## config.mk

```make
export PLATFORM = sky130hd
export DESIGN_NAME = i2c_mtx_ctrl
export DESIGN_NICKNAME = d
export VERILOG_FILES = /design/src/rtl/i2c_mtx_pkg.sv /design/src/rtl/i2c_mtx_tick.sv /design/src/rtl/i2c_mtx_busmon.sv /design/src/rtl/i2c_mtx_engine.sv /design/src/rtl/i2c_mtx_regs.sv /design/src/rtl/i2c_mtx_ctrl.sv
export SDC_FILE = /design/constraint.sdc
export NUM_CORES = 1
export LEC_CHECK = 0
export CORE_UTILIZATION = 60
export DETAILED_ROUTE_END_ITERATION = 16
export DONT_BUFFER_PORTS = 1
export GPL_ROUTABILITY_DRIVEN = 0
export PLACE_DENSITY = 0.75
export SLEW_MARGIN = 40
export SYNTH_ARGS = -nofsm -noshare
export SYNTH_HDL_FRONTEND = slang
export SYNTH_SLANG_ARGS = --single-unit
```

## constraint.sdc

```tcl
create_clock -name clk -period 5.2 [get_ports clk]
set_input_delay 0.52 -clock clk [delete_from_list [all_inputs] [get_ports clk]]
set_output_delay 0.52 -clock clk [all_outputs]
set_load 0.1 [all_outputs]
```

## src/rtl/i2c_mtx_pkg.sv

```systemverilog
package i2c_mtx_pkg;

   localparam int BYTE_W = 8;
   localparam int ACK_IDX = BYTE_W;

   localparam logic [1:0] A_CTRL   = 2'd0;
   localparam logic [1:0] A_BUSCMD = 2'd1;
   localparam logic [1:0] A_STATUS = 2'd2;
   localparam logic [1:0] A_TXDATA = 2'd3;

   // bit positions inside the host registers
   localparam int B_MASTER = 7;
   localparam int B_XMIT   = 6;
   localparam int B_BUSY   = 7;
   localparam int B_SSCTL  = 6;
   localparam int B_EMPTY  = 7;
   localparam int B_TEND   = 6;
   localparam int B_STOPF  = 3;
   localparam int B_ACK    = 0;

   typedef enum logic [2:0] {
      ENG_IDLE,
      ENG_START,
      ENG_HOLD,
      ENG_BIT,
      ENG_STOP
   } eng_state_t;

endpackage

```

## src/rtl/i2c_mtx_tick.sv

```systemverilog
module i2c_mtx_tick #(
   parameter int DIV = 4
) (
   input  logic clk,
   input  logic rst_n,
   input  logic run,
   output logic tick
);
   localparam int CW = (DIV > 1) ? $clog2(DIV) : 1;
   localparam logic [CW-1:0] LAST = CW'(DIV - 1);

   logic [CW-1:0] cnt;

   always_ff @(posedge clk or negedge rst_n) begin
      if (!rst_n) begin
         cnt <= '0;
      end else if (!run || cnt == LAST) begin
         cnt <= '0;
      end else begin
         cnt <= cnt + 1'b1;
      end
   end

   assign tick = run && (cnt == LAST);
endmodule

```

## src/rtl/i2c_mtx_busmon.sv

```systemverilog
module i2c_mtx_busmon #(
   parameter int SYNC_STAGES = 2
) (
   input  logic clk,
   input  logic rst_n,
   input  logic scl_in,
   input  logic sda_in,
   output logic scl_s,
   output logic sda_s,
   output logic start_det,
   output logic stop_det,
   output logic bus_busy
);
   logic scl_d, sda_d;

   generate
      if (SYNC_STAGES == 0) begin : g_nosync
         assign scl_s = scl_in;
         assign sda_s = sda_in;
      end else begin : g_sync
         logic [SYNC_STAGES-1:0] scl_q, sda_q;
         for (genvar i = 0; i < SYNC_STAGES; i++) begin : g_stage
            always_ff @(posedge clk or negedge rst_n) begin
               if (!rst_n) begin
                  scl_q[i] <= 1'b1;
                  sda_q[i] <= 1'b1;
               end else if (i == 0) begin
                  scl_q[i] <= scl_in;
                  sda_q[i] <= sda_in;
               end else begin
                  scl_q[i] <= scl_q[(i == 0) ? 0 : i-1];
                  sda_q[i] <= sda_q[(i == 0) ? 0 : i-1];
               end
            end
         end
         assign scl_s = scl_q[SYNC_STAGES-1];
         assign sda_s = sda_q[SYNC_STAGES-1];
      end
   endgenerate

   always_ff @(posedge clk or negedge rst_n) begin
      if (!rst_n) begin
         scl_d <= 1'b1;
         sda_d <= 1'b1;
      end else begin
         scl_d <= scl_s;
         sda_d <= sda_s;
      end
   end

   assign start_det = scl_s && scl_d && sda_d && !sda_s;
   assign stop_det  = scl_s && scl_d && !sda_d && sda_s;

   always_ff @(posedge clk or negedge rst_n) begin
      if (!rst_n) begin
         bus_busy <= 1'b0;
      end else if (start_det) begin
         bus_busy <= 1'b1;
      end else if (stop_det) begin
         bus_busy <= 1'b0;
      end
   end
endmodule

```

## src/rtl/i2c_mtx_engine.sv

```systemverilog
module i2c_mtx_engine
   import i2c_mtx_pkg::*;
(
   input  logic              clk,
   input  logic              rst_n,
   input  logic              tick,
   input  logic              start_go,
   input  logic              stop_req,
   input  logic              buf_full,
   input  logic [BYTE_W-1:0] buf_data,
   input  logic              sda_s,
   output logic              load,
   output logic              byte_done,
   output logic              ack_val,
   output logic              scl_oe,
   output logic              sda_oe,
   output logic              idle,
   output logic              shifting,
   output logic              ack_window
);
   localparam int NW = $clog2(ACK_IDX + 1);
   localparam logic [NW-1:0] ACK_N = NW'(ACK_IDX);

   eng_state_t        state;
   logic [1:0]        q;
   logic [NW-1:0]     bitn;
   logic [BYTE_W-1:0] shreg;
   logic              stop_pend;

   assign idle       = (state == ENG_IDLE);
   assign shifting   = (state == ENG_BIT);
   assign ack_window = shifting && (bitn == ACK_N) && (q != 2'd0);
   assign load       = (state == ENG_HOLD) && !stop_pend && buf_full;

   always_ff @(posedge clk or negedge rst_n) begin
      if (!rst_n) begin
         state     <= ENG_IDLE;
         q         <= 2'd0;
         bitn      <= '0;
         shreg     <= '0;
         stop_pend <= 1'b0;
         scl_oe    <= 1'b0;
         sda_oe    <= 1'b0;
         ack_val   <= 1'b0;
         byte_done <= 1'b0;
      end else begin
         byte_done <= 1'b0;
         if (stop_req) stop_pend <= 1'b1;
         case (state)
            ENG_IDLE: begin
               if (start_go) begin
                  state <= ENG_START;
                  q     <= 2'd0;
               end
            end
            ENG_START: begin
               if (tick) begin
                  q <= q + 2'd1;
                  if (q == 2'd1) sda_oe <= 1'b1;
                  if (q == 2'd2) begin
                     scl_oe <= 1'b1;
                     state  <= ENG_HOLD;
                     q      <= 2'd0;
                  end
               end
            end
            ENG_HOLD: begin
               if (stop_pend) begin
                  state <= ENG_STOP;
                  q     <= 2'd0;
               end else if (buf_full) begin
                  shreg <= buf_data;
                  bitn  <= '0;
                  q     <= 2'd0;
                  state <= ENG_BIT;
               end
            end
            ENG_BIT: begin
               if (tick) begin
                  q <= q + 2'd1;
                  case (q)
                     2'd0: sda_oe <= (bitn == ACK_N) ? 1'b0 : ~shreg[BYTE_W-1];
                     2'd1: scl_oe <= 1'b0;
                     2'd2: if (bitn == ACK_N) ack_val <= sda_s;
                     default: begin
                        scl_oe <= 1'b1;
                        if (bitn == ACK_N) begin
                           byte_done <= 1'b1;
                           state     <= ENG_HOLD;
                        end else begin
                           shreg <= {shreg[BYTE_W-2:0], 1'b0};
                           bitn  <= bitn + 1'b1;
                        end
                     end
                  endcase
               end
            end
            ENG_STOP: begin
               if (tick) begin
                  q <= q + 2'd1;
                  case (q)
                     2'd0: sda_oe <= 1'b1;
                     2'd1: scl_oe <= 1'b0;
                     2'd2: sda_oe <= 1'b0;
                     default: begin
                        state     <= ENG_IDLE;
                        stop_pend <= 1'b0;
                     end
                  endcase
               end
            end
            default: state <= ENG_IDLE;
         endcase
      end
   end
endmodule

```

## src/rtl/i2c_mtx_regs.sv

```systemverilog
module i2c_mtx_regs
   import i2c_mtx_pkg::*;
(
   input  logic              clk,
   input  logic              rst_n,
   input  logic              host_we,
   input  logic [1:0]        host_addr,
   input  logic [BYTE_W-1:0] host_wdata,
   output logic [BYTE_W-1:0] host_rdata,
   input  logic              load,
   input  logic              byte_done,
   input  logic              ack_val,
   input  logic              bus_busy,
   input  logic              stop_det,
   input  logic              eng_idle,
   output logic              start_go,
   output logic              stop_req,
   output logic              buf_full,
   output logic [BYTE_W-1:0] buf_data,
   output logic              tx_end,
   output logic              stop_flag
);
   logic mst, trs;
   logic wr_ctrl, wr_cmd, wr_stat, wr_data;

   assign wr_ctrl = host_we && (host_addr == A_CTRL);
   assign wr_cmd  = host_we && (host_addr == A_BUSCMD);
   assign wr_stat = host_we && (host_addr == A_STATUS);
   assign wr_data = host_we && (host_addr == A_TXDATA);

   assign start_go = wr_cmd && host_wdata[B_BUSY] && !host_wdata[B_SSCTL]
                     && mst && trs && !bus_busy && eng_idle;
   assign stop_req = wr_cmd && !host_wdata[B_BUSY] && !host_wdata[B_SSCTL] && !eng_idle;

   always_ff @(posedge clk or negedge rst_n) begin
      if (!rst_n) begin
         mst       <= 1'b0;
         trs       <= 1'b0;
         buf_full  <= 1'b0;
         buf_data  <= '0;
         tx_end    <= 1'b0;
         stop_flag <= 1'b0;
      end else begin
         if (wr_ctrl) begin
            mst <= host_wdata[B_MASTER];
            trs <= host_wdata[B_XMIT];
         end
         if (wr_data) begin
            buf_data <= host_wdata;
            buf_full <= 1'b1;
         end else if (load) begin
            buf_full <= 1'b0;
         end
         if (byte_done) tx_end <= 1'b1;
         else if (wr_stat && !host_wdata[B_TEND]) tx_end <= 1'b0;
         if (stop_det) stop_flag <= 1'b1;
         else if (wr_stat && !host_wdata[B_STOPF]) stop_flag <= 1'b0;
      end
   end

   always_comb begin
      host_rdata = '0;
      case (host_addr)
         A_CTRL: begin
            host_rdata[B_MASTER] = mst;
            host_rdata[B_XMIT]   = trs;
         end
         A_BUSCMD: host_rdata[B_BUSY] = bus_busy;
         A_STATUS: begin
            host_rdata[B_EMPTY] = !buf_full;
            host_rdata[B_TEND]  = tx_end;
            host_rdata[B_STOPF] = stop_flag;
            host_rdata[B_ACK]   = ack_val;
         end
         default: host_rdata = buf_data;
      endcase
   end
endmodule

```

## src/rtl/i2c_mtx_ctrl.sv

```systemverilog
module i2c_mtx_ctrl #(
   parameter int CLK_DIV     = 4,
   parameter int SYNC_STAGES = 2
) (
   input  logic       clk,
   input  logic       rst_n,
   input  logic       host_we,
   input  logic [1:0] host_addr,
   input  logic [7:0] host_wdata,
   output logic [7:0] host_rdata,
   output logic       scl_oe,
   input  logic       scl_in,
   output logic       sda_oe,
   input  logic       sda_in
);
   import i2c_mtx_pkg::*;

   generate
      if (CLK_DIV < SYNC_STAGES + 2) begin : g_bad_div
         $error("CLK_DIV must exceed SYNC_STAGES + 1");
      end
      if (SYNC_STAGES < 0) begin : g_bad_sync
         $error("SYNC_STAGES must not be negative");
      end
   endgenerate

   logic tick, eng_idle, start_go, stop_req, load, byte_done, ack_val;
   logic buf_full, tx_end, stop_flag, tx_empty;
   logic scl_s, sda_s, start_det, stop_det, bus_busy;
   logic shifting, ack_window;
   logic [BYTE_W-1:0] buf_data;

   assign tx_empty = !buf_full;

   i2c_mtx_tick #(.DIV(CLK_DIV)) u_tick (
      .clk(clk), .rst_n(rst_n), .run(!eng_idle), .tick(tick)
   );

   i2c_mtx_busmon #(.SYNC_STAGES(SYNC_STAGES)) u_mon (
      .clk(clk), .rst_n(rst_n), .scl_in(scl_in), .sda_in(sda_in),
      .scl_s(scl_s), .sda_s(sda_s), .start_det(start_det),
      .stop_det(stop_det), .bus_busy(bus_busy)
   );

   i2c_mtx_regs u_regs (
      .clk(clk), .rst_n(rst_n), .host_we(host_we), .host_addr(host_addr),
      .host_wdata(host_wdata), .host_rdata(host_rdata), .load(load),
      .byte_done(byte_done), .ack_val(ack_val), .bus_busy(bus_busy),
      .stop_det(stop_det), .eng_idle(eng_idle), .start_go(start_go),
      .stop_req(stop_req), .buf_full(buf_full), .buf_data(buf_data),
      .tx_end(tx_end), .stop_flag(stop_flag)
   );

   i2c_mtx_engine u_eng (
      .clk(clk), .rst_n(rst_n), .tick(tick), .start_go(start_go),
      .stop_req(stop_req), .buf_full(buf_full), .buf_data(buf_data),
      .sda_s(sda_s), .load(load), .byte_done(byte_done), .ack_val(ack_val),
      .scl_oe(scl_oe), .sda_oe(sda_oe), .idle(eng_idle),
      .shifting(shifting), .ack_window(ack_window)
   );
endmodule

```

==> results.ini <==
[place]
portBuffers = 0
hpwl_um = 3090
dpl_worst_slack_ns = 2.79

[setup_path]
path_cells = nand3b_1 > nor3_2 > nor2_4 > or3_1 > a21oi_1
path_delay_family = simple AND/OR/NAND/NOR gates
crit_buf_inv = 0
crit_path_start_kind = flip-flop
slowest_delay_ns = 0.66
crit_fanout = 18
path_class = reg -> reg
crit_required_ns = 5.42
crit_arrival_ns = 2.68
slowest_stage = dfrtp_1
endpoint_kind = flip-flop

[sta]
max_freq_ghz = 0.406
period_needed_ns = 2.47
min_period_over_period_pct = 47.4
timing.final.max_slew_violations = 0
relSlewSlack_pct = 55.0
fin_skew_ns = 0.00376
setup_viol = 0
hold_viol = 0
worst_pin_slew_ns = 0.673
rsz0062_at_grt = no
fin_ws_ns = 2.73
tns_ns = 0

[grt]
grtUsageMet1_pct = 34.2
grt_pass1_wl_um = 7450
grt_antenna_before_repair = 0
top_usage_layer = met2
track_usage_pct = 24.8
overflow = 0
grt_pass1_vias = 1555
grt_max_degree = 39
met2_usage_pct = 38.7
use_met3_pct = 5.84

[drt]
routed_wl_um = 4230
drc_errors = 0
vias = 1489
first_iter_violations = 109
wl_per_cell_um = 17.1
first_pass_iters = 4
viasPerCell = 6.03
postRouteAntennaNets = 0

[synth]
seq_area_frac_synth_pct = 50.2
yosys-top-cells-area = dfrtp_1, dfstp_2, mux2_2, o21ai_0, ha_1
ys_ff_latch = 44
synth_cell_types = 49
synth_edf_count = 0
async_flop_share_pct = 100
ys.flop_type = dfrtp_1
post_synth.cell_area_avg_um2 = 11.0
yosysTopAreaCellShare_pct = 43.1
synth.net_count = 224
yosysTopAreaCell = dfrtp_1
yosysWarningCount = 0
synth_most_common_cell = dfrtp_1
synth_common_cells = dfrtp_1, o21ai_0, nand2_1
syn_area_mm2 = 0.00221
syn-instance-count = 201

[die]
die_area_mm2 = 0.00393
fp-row-count = 21
core_area_mm2 = 0.00344
die-height_um = 62.7
initial_core_util_pct = 64.2
ioPinCount = 25
die_x_um = 62.7

[clock_network]
cts.clk_slew.worst_paths_ns = 0.08
cts_tree = built
clock_tree.buffer_depth = 2
cts_resized = 0
cts_buffers = 5
clock_latency_ns = 0.29
cts.sinks = 44
htreeDepth = 2
cts.root.buffer_cell = clkbuf_8

[pwr]
power_frac_seq_pct = 46.9
intPower_uw = 715
switching_power_uw = 475
power.leakage_nw = 1.08
powerDensity_mw_per_mm2 = 500
p_clk_share_pct = 21.3
peakVddDrop_uv = 308
p_sw_share_pct = 39.9
combinationalPowerShare_pct = 31.8

[flow_run]
maxCapViolCount = 0

[finish]
multi_input_area_mm2 = 0.00104
fillerInstances = 256
layout.nets = 223
drive_above_1_share_pct = 21.4
areaGrowthSynthToFinish_pct = 7.76
regArea_mm2 = 0.00111
n_antenna_cell = 0

[hold_path]
hold_class = in -> async

[run_status]
status = complete, no violations

[metal layers]
layer  up-vias  share of wire [%]
met5         -                  0
li1        721                  -
met4         0               0.83
met3         5                3.9
met1       726                 46
met2        37                 49
[cell type report]
type / count / area share [%]
sequential: 44 / 46.7
multi-input combinational: 138 / 43.8
clock buffer: 5 / 2.89
tap: 46 / 2.42
clock inverter: 3 / 1.79
inverter: 10 / 1.58
timing repair buffer: 1 / 0.841
[state kept, by name, summed over array words and instances (netlist names), 2 cells and up]
register and flops:
u_eng.bitn 4, u_eng.q 2, u_eng.shreg 8, u_eng.state 3, u_regs.buf_data 8, u_tick.cnt 2
[what timing repair did]
item	CTS	global route
endpoints found under the setup margin	0	0
hold buffers	1	0
endpoints found under the hold margin	38	0
buffers inserted	0	0
[logic make-up after synthesis]
family	synth area share, %
compound gates	14.0
xor+xnor	0.397
fa+ha+maj	4.53
buf+inv	3.57
flops	50.2
mux	12.2
simple gates	15.1
[worst reg2reg max path, cell delays in order (launching register included)]
cell	delay, ns
dfrtp_1	0.66
nand3b_1	0.58
nor3_2	0.50
nor2_4	0.15
or3_1	0.37
a21oi_1	0.15
[metrics by stage]
| step | std cells | hold slack [ns] | total power [mW] | utilization [%] | area [µm²] |
|---|---|---|---|---|---|
| finish | 247 | 0.0560 | 1.19 | 69.1 | 2380 |
| global route | 247 | 0.0497 | 1.27 | 69.1 | 2380 |
| global placement | 238 | 0.225 | 0.904 | 64.8 | 2230 |
| floorplan | 201 | 0.224 | 0.864 | - | 2210 |
| CTS | 247 | 0.0555 | 1.19 | 69.1 | 2380 |
| detailed placement | 238 | 0.225 | 0.931 | 65.3 | 2250 |
[final timing paths]
kind | from | endpoint | slack (ns) | cells after the start
worst max-delay path | u_eng.state[1] | u_eng.bitn[3] | 2.73 | 5
worst min-delay path | rst_n | u_eng.bitn[2] | 0.06 | 1
worst max register to register | u_eng.state[1] | u_eng.bitn[3] | 2.73 | 5
worst min register to register | u_mon.g_sync.sda_q[0] | u_mon.sda_s | 0.36 | 0
max in group asynchronous | rst_n | u_eng.scl_oe | 4.95 | 1
min in group clk | sda_in | u_mon.g_sync.sda_q[0] | 0.22 | 0
[layout by cell type, fill, tap and decap left out, types with 5 or more instances in the layout]
master / netlist / final
dfstp_2: 6 / 6
ha_1: 8 / 8
dfrtp_1: 38 / 36
mux2_2: 14 / 14
nor2_1: 6 / 6
o21ai_0: 22 / 22
inv_1: 10 / 10
mux2i_1: 9 / 9
nand2_1: 18 / 18
a21oi_1: 5 / 5
clkbuf_8: 0 / 5
[power groups by stage]
stage	Sequential, mW	Clock, mW	Combinational (mW)
final	0.558	0.254	0.378
after global routing	0.571	0.272	0.423
after CTS	0.555	0.258	0.379
after floorplan	0.519	0	0.345
after global placement	0.553	0	0.351
after detailed placement	0.562	0	0.370
No activity file was read; power rests on OpenSTA's default activity.
